==> src/rtl/alu5_pkg.sv <==
package alu5_pkg;

  localparam logic [2:0] OPC_AND = 3'b000;
  localparam logic [2:0] OPC_OR  = 3'b001;
  localparam logic [2:0] OPC_ADD = 3'b010;
  localparam logic [2:0] OPC_SUB = 3'b110;
  localparam logic [2:0] OPC_SLT = 3'b111;

  typedef enum logic [1:0] {
    SRC_NONE  = 2'd0,
    SRC_LOGIC = 2'd1,
    SRC_SUM   = 2'd2,
    SRC_LESS  = 2'd3
  } res_src_e;

  typedef struct packed {
    logic     valid;
    logic     negate_b;
    logic     pick_or;
    res_src_e src;
  } alu_ctrl_t;

endpackage

==> src/rtl/alu5_decode.sv <==
module alu5_decode
  import alu5_pkg::*;
(
  input  logic [2:0] op_sel,
  output alu_ctrl_t  ctrl
);

  always_comb begin
    ctrl = '{valid: 1'b0, negate_b: 1'b0, pick_or: 1'b0, src: SRC_NONE};
    case (op_sel)
      OPC_AND: begin
        ctrl.valid = 1'b1;
        ctrl.src   = SRC_LOGIC;
      end
      OPC_OR: begin
        ctrl.valid   = 1'b1;
        ctrl.pick_or = 1'b1;
        ctrl.src     = SRC_LOGIC;
      end
      OPC_ADD: begin
        ctrl.valid = 1'b1;
        ctrl.src   = SRC_SUM;
      end
      OPC_SUB: begin
        ctrl.valid    = 1'b1;
        ctrl.negate_b = 1'b1;
        ctrl.src      = SRC_SUM;
      end
      OPC_SLT: begin
        ctrl.valid    = 1'b1;
        ctrl.negate_b = 1'b1;
        ctrl.src      = SRC_LESS;
      end
      default: ctrl = '{valid: 1'b0, negate_b: 1'b0, pick_or: 1'b0, src: SRC_NONE};
    endcase
  end

  // unused codes never mark the operation as valid
  always_comb begin
    p_unused_invalid_r10: assert (!((op_sel == 3'b011 || op_sel == 3'b100 ||
                                     op_sel == 3'b101) && ctrl.valid))
      else $error("unused code decoded as valid");
  end

endmodule

==> src/rtl/alu5_addsub.sv <==
module alu5_addsub #(
  parameter int DATA_W = 32
) (
  input  logic [DATA_W-1:0] a_in,
  input  logic [DATA_W-1:0] b_in,
  input  logic              negate_b,
  output logic [DATA_W-1:0] sum,
  output logic              carry_out,
  output logic              ovf,
  output logic              less
);

  localparam int MSB = DATA_W - 1;

  logic [DATA_W-1:0] b_eff;
  logic [DATA_W:0]   wide;

  always_comb begin
    b_eff     = b_in ^ {DATA_W{negate_b}};
    wide      = {1'b0, a_in} + {1'b0, b_eff} + {{DATA_W{1'b0}}, negate_b};
    sum       = wide[MSB:0];
    carry_out = wide[DATA_W];
    ovf       = (a_in[MSB] == b_eff[MSB]) && (sum[MSB] != a_in[MSB]);
    less      = sum[MSB] ^ ovf;
  end

  always_comb begin
    // carry of the subtract path means no unsigned borrow
    p_sub_carry_r4: assert (!negate_b || (carry_out == (a_in >= b_in)))
      else $error("subtract carry mismatch");
    // add overflow from raw operand signs
    p_add_ovf_r5: assert (negate_b ||
        (ovf == ((a_in[MSB] == b_in[MSB]) && (sum[MSB] != b_in[MSB]))))
      else $error("add overflow mismatch");
    // subtract overflow from raw operand signs
    p_sub_ovf_r6: assert (!negate_b ||
        (ovf == ((a_in[MSB] != b_in[MSB]) && (sum[MSB] != a_in[MSB]))))
      else $error("subtract overflow mismatch");
    // less equals signed comparison while subtracting
    p_less_r7: assert (!negate_b || (less == ($signed(a_in) < $signed(b_in))))
      else $error("signed less mismatch");
  end

endmodule

==> src/rtl/alu5_logic.sv <==
module alu5_logic #(
  parameter int DATA_W = 32
) (
  input  logic [DATA_W-1:0] a_in,
  input  logic [DATA_W-1:0] b_in,
  input  logic              pick_or,
  output logic [DATA_W-1:0] y
);

  for (genvar i = 0; i < DATA_W; i++) begin : g_bit
    assign y[i] = pick_or ? (a_in[i] | b_in[i]) : (a_in[i] & b_in[i]);
  end

endmodule

==> src/rtl/alu5_core.sv <==
module alu5_core
  import alu5_pkg::*;
#(
  parameter int DATA_W = 32
) (
  input  logic [2:0]        op_sel,
  input  logic [DATA_W-1:0] opnd_a,
  input  logic [DATA_W-1:0] opnd_b,
  output logic [DATA_W-1:0] res,
  output logic              zero_flag,
  output logic              ovf_flag,
  output logic              carry_flag
);

  alu_ctrl_t         ctrl;
  logic [DATA_W-1:0] sum_w;
  logic [DATA_W-1:0] logic_w;
  logic              cout_w;
  logic              ovf_w;
  logic              less_w;

  alu5_decode u_dec (
    .op_sel (op_sel),
    .ctrl   (ctrl)
  );

  alu5_addsub #(.DATA_W(DATA_W)) u_addsub (
    .a_in      (opnd_a),
    .b_in      (opnd_b),
    .negate_b  (ctrl.negate_b),
    .sum       (sum_w),
    .carry_out (cout_w),
    .ovf       (ovf_w),
    .less      (less_w)
  );

  alu5_logic #(.DATA_W(DATA_W)) u_logic (
    .a_in    (opnd_a),
    .b_in    (opnd_b),
    .pick_or (ctrl.pick_or),
    .y       (logic_w)
  );

  always_comb begin
    res        = '0;
    ovf_flag   = 1'b0;
    carry_flag = 1'b0;
    unique case (ctrl.src)
      SRC_LOGIC: res = logic_w;
      SRC_SUM: begin
        res        = sum_w;
        ovf_flag   = ovf_w;
        carry_flag = cout_w;
      end
      SRC_LESS: begin
        res        = {{(DATA_W-1){1'b0}}, less_w};
        ovf_flag   = ovf_w;
        carry_flag = cout_w;
      end
      default: res = '0;
    endcase
    zero_flag = ctrl.valid && (res == '0);
  end

  always_comb begin
    // compare result only ever uses bit 0
    p_slt_shape_r7: assert (op_sel != OPC_SLT || res[DATA_W-1:1] == '0)
      else $error("compare result has upper bits set");
    // logic codes never raise arithmetic flags
    p_logic_flags_r9: assert (!(op_sel == OPC_AND || op_sel == OPC_OR) ||
                              (!ovf_flag && !carry_flag))
      else $error("logic op raised a flag");
    // unused codes give zero result and clear flags
    p_unused_quiet_r10: assert (!(op_sel == 3'b011 || op_sel == 3'b100 ||
                                  op_sel == 3'b101) ||
                                (res == '0 && !zero_flag && !ovf_flag && !carry_flag))
      else $error("unused code not quiet");
    // add result matches the sum of the operands
    p_add_value_r3: assert (op_sel != OPC_ADD || res == opnd_a + opnd_b)
      else $error("add value mismatch");
  end

endmodule

==> config.mk <==
export PLATFORM = sky130hd
export DESIGN_NAME = alu5_core
export DESIGN_NICKNAME = d
export VERILOG_FILES = /design/src/rtl/alu5_pkg.sv /design/src/rtl/alu5_decode.sv /design/src/rtl/alu5_addsub.sv /design/src/rtl/alu5_logic.sv /design/src/rtl/alu5_core.sv
export SDC_FILE = /design/constraint.sdc
export NUM_CORES = 1
export LEC_CHECK = 0
export ABC_AREA = 1
export BUFFER_PORTS_ARGS = -buffer_cell sky130_fd_sc_hd__buf_2
export CORE_UTILIZATION = 40
export DETAILED_ROUTE_END_ITERATION = 7
export GPL_ROUTABILITY_DRIVEN = 0
export GPL_TIMING_DRIVEN = 0
export MAX_ROUTING_LAYER = met4
export PLACE_DENSITY_LB_ADDON = 0.05
export SLEW_MARGIN = 0
export SYNTH_ARGS = -nofsm -noshare
export SYNTH_HDL_FRONTEND = slang
export SYNTH_SLANG_ARGS = --single-unit
export TNS_END_PERCENT = 1
==> constraint.sdc <==
create_clock -name vclk -period 3.9
set_clock_uncertainty 0.1 [all_clocks]
set_input_delay 0.195 -clock vclk [all_inputs]
set_output_delay 0.195 -clock vclk [all_outputs]
set_load 0.01 [all_outputs]
==> impl_metrics.csv <==
group,metric,value,unit
final_layout,syn_to_final_growth,17.1,%
synthesis,postSynthCellCount,787,
routing,post_drt_wl_per_cell,12.9,um
routing,drt_first_pass_iters,5,
synthesis,synth_top_area_share,25.7,%
global_routing,grt_start_max_net_pins,11,
routing,viasPerCell,4.95,
pwr,p_leak,2.88,nW
run,drv_cap,0,
final_layout,n_fill_cell,1085,
final_layout,drive_above_1_share,19.0,%
sta,max_freq,0.274,GHz
critical_path,end_kind,"primary output",
global_routing,antenna_found_initial,0,
critical_path,path_class,"in -> out",
die,io_pins,102,
critical_path,start_kind,"input pin",
global_routing,grt-ovfl-total,0,
global_routing,grt_usage,26.6,%
die,die_area,10300,um2
min_path,min_path_type,"in -> out",
synthesis,synth.distinct_cells,38,
die,initial_core_util,41.9,%
global_routing,grt_pass1_wl,21200,um
pwr,vdd_ir_drop_max,0.0000631,V
outcome,run_status,"complete, no violations",
placed_design,placed_cell_area,4620,um2
routing,drcViolationCount,0,
synthesis,ys_warn_count,0,
routing,drt_first_iter_violations,304,
die,core-area,9420,um2
die,chipHeight,101,um
synthesis,synth_nets,891,
pwr,powerDensity,186,nW/um2
critical_path,arrival,3.36,ns
sta,timing.final.crit_share,93.7,%
critical_path,cp_max_fo,10,
final_layout,fin_nets,995,
sta,setup_violations,0,
critical_path,critPathRequiredTime,3.61,ns
die,num_rows,35,
sta,final_max_slew_viol_count,0,
synthesis,seq_area_frac_synth,0,%
routing,drtAntennaViolNets,0,
synthesis,syn_area,3950,um2
synthesis,avgSynthCellArea,5.01,um2
clocking,cts_hold_buf,0,
sta,rsz0062_at_grt,"false",
sta,tns,0,ns
final_layout,clockBufferCount,0,
sta,tightest_slew,0.696,ns
final_layout,seqCellArea,0,um2
final_layout,design_area,4620,um2
die,die_x,101,um
synthesis,synth_top_area_cell,"nand2_1",
routing,routed_wl,13200,um
placed_design,place_hpwl,11300,um
sta,finalCriticalPeriod,3.65,ns
placed_design,io_buffers,102,
sta,finalHoldViolCount,0,
final_layout,antenna_cells,0,
routing,vias,5037,
global_routing,grt_pass1_vias,4471,
sta,relSlewSlack,53.6,%
final_layout,multi_input_area,3310,um2
final_layout,seq_cells,0,
synthesis,synth_area_leaders,"nand2_1 26%, inv_1 14%, ha_1 11%",
## where the power goes
| group | switching [W] | internal, W |
|---|---|---|
| registers | 0 | 0 |
| logic | 0.000552 | 0.000306 |
| clock network | 0 | 0 |
## cells in the mapped netlist (5+ instances only)
cell,n
nand2_1,270
inv_1,145
nor2_1,63
nand3_1,53
ha_1,36
a21oi_1,35
nand2_2,23
o21ai_0,22
o211ai_1,18
xnor2_1,18
xor2_1,15
nand4_1,12
nor2_2,12
inv_2,9
buf_2,6
o21ai_1,5
## repair_timing
action | CTS | global route
gates resized for setup | 1 | 4
setup endpoints to repair | 1 | 1
endpoints found under the hold margin | 0 | 0
buffers inserted | 0 | 0
## worst max-delay path, stage by stage
cell and delay [ns]:
buf_2 0.12, nand2_2 0.19, buf_2 0.37, xnor2_1 0.18
fa_1 0.53, nand2_1 0.14, nand3_1 0.11, nand3_1 0.12
nand2_2 0.12, nand2_1 0.09, nand2_2 0.07, o21ai_0 0.15
o21ai_1 0.09, nor2_1 0.11, nand3_1 0.10, nor2_1 0.23
nand2_1 0.13, nor3_2 0.16, buf_2 0.15
## layout make-up
type | count | area share (%)
multi-input cells | 621 | 71.7
inverters | 155 | 12.6
repair buffers | 102 | 11.0
well taps | 129 | 3.49
plain buffers | 11 | 1.16
## worst paths after layout
check,slack (ns),start,to,cells past startpoint
worst min-delay path,0.66,opnd_b[31],res[31],4
worst max-delay path,0.25,op_sel[2],zero_flag,19
## metrics by stage
step / instances / hold slack, ns / util (%) / setup WS (ns) / power [W]
3_3_place_gp: 1018 / 0.653 / 49.0 / -0.0607 / 0.000838
5_1_grt: 1018 / 0.714 / 49.1 / 0.000693 / 0.000968
4_1_cts: 1018 / 0.665 / 49.0 / 0.00211 / 0.000852
2_1_floorplan: 787 / 0.447 / - / 0.894 / 0.000600
3_5_place_dp: 1018 / 0.661 / 49.0 / -0.117 / 0.000847
6_report: 1018 / 0.664 / 49.1 / 0.247 / 0.000858
## routing by layer
metal	GRT usage, %	part of all wire (%)
met1	36.6	48
met2	45.5	46
met3	0.621	5.6
met4	1.11	0.30
met5	-	0
## logic make-up (layout without fill, tap and decap cells)
kind of cell             after synthesis  in the layout  share of synthesized area [%]
AO/OA/AOI/OAI                         95             95                           14.4
XOR/XNOR                              33             33                           7.33
adder cells (fa/ha/maj)               37             37                           11.9
buffers and inverters                166            268                           16.0
AND/OR/NAND/NOR                      456            456                           50.3
## cell usage in the layout (no fill, tap or decap), drive strengths merged, types with 6 or more instances in the layout
cell and n:
a21oi 37, xor2 15, o21ai 28, nand2 293, inv 154, nand3 55
xnor2 18, nor3 7, nor2 77, o211ai 18, or2 6, ha 36
buf 110, nand4 12
(Power assumes the default switching activity.)
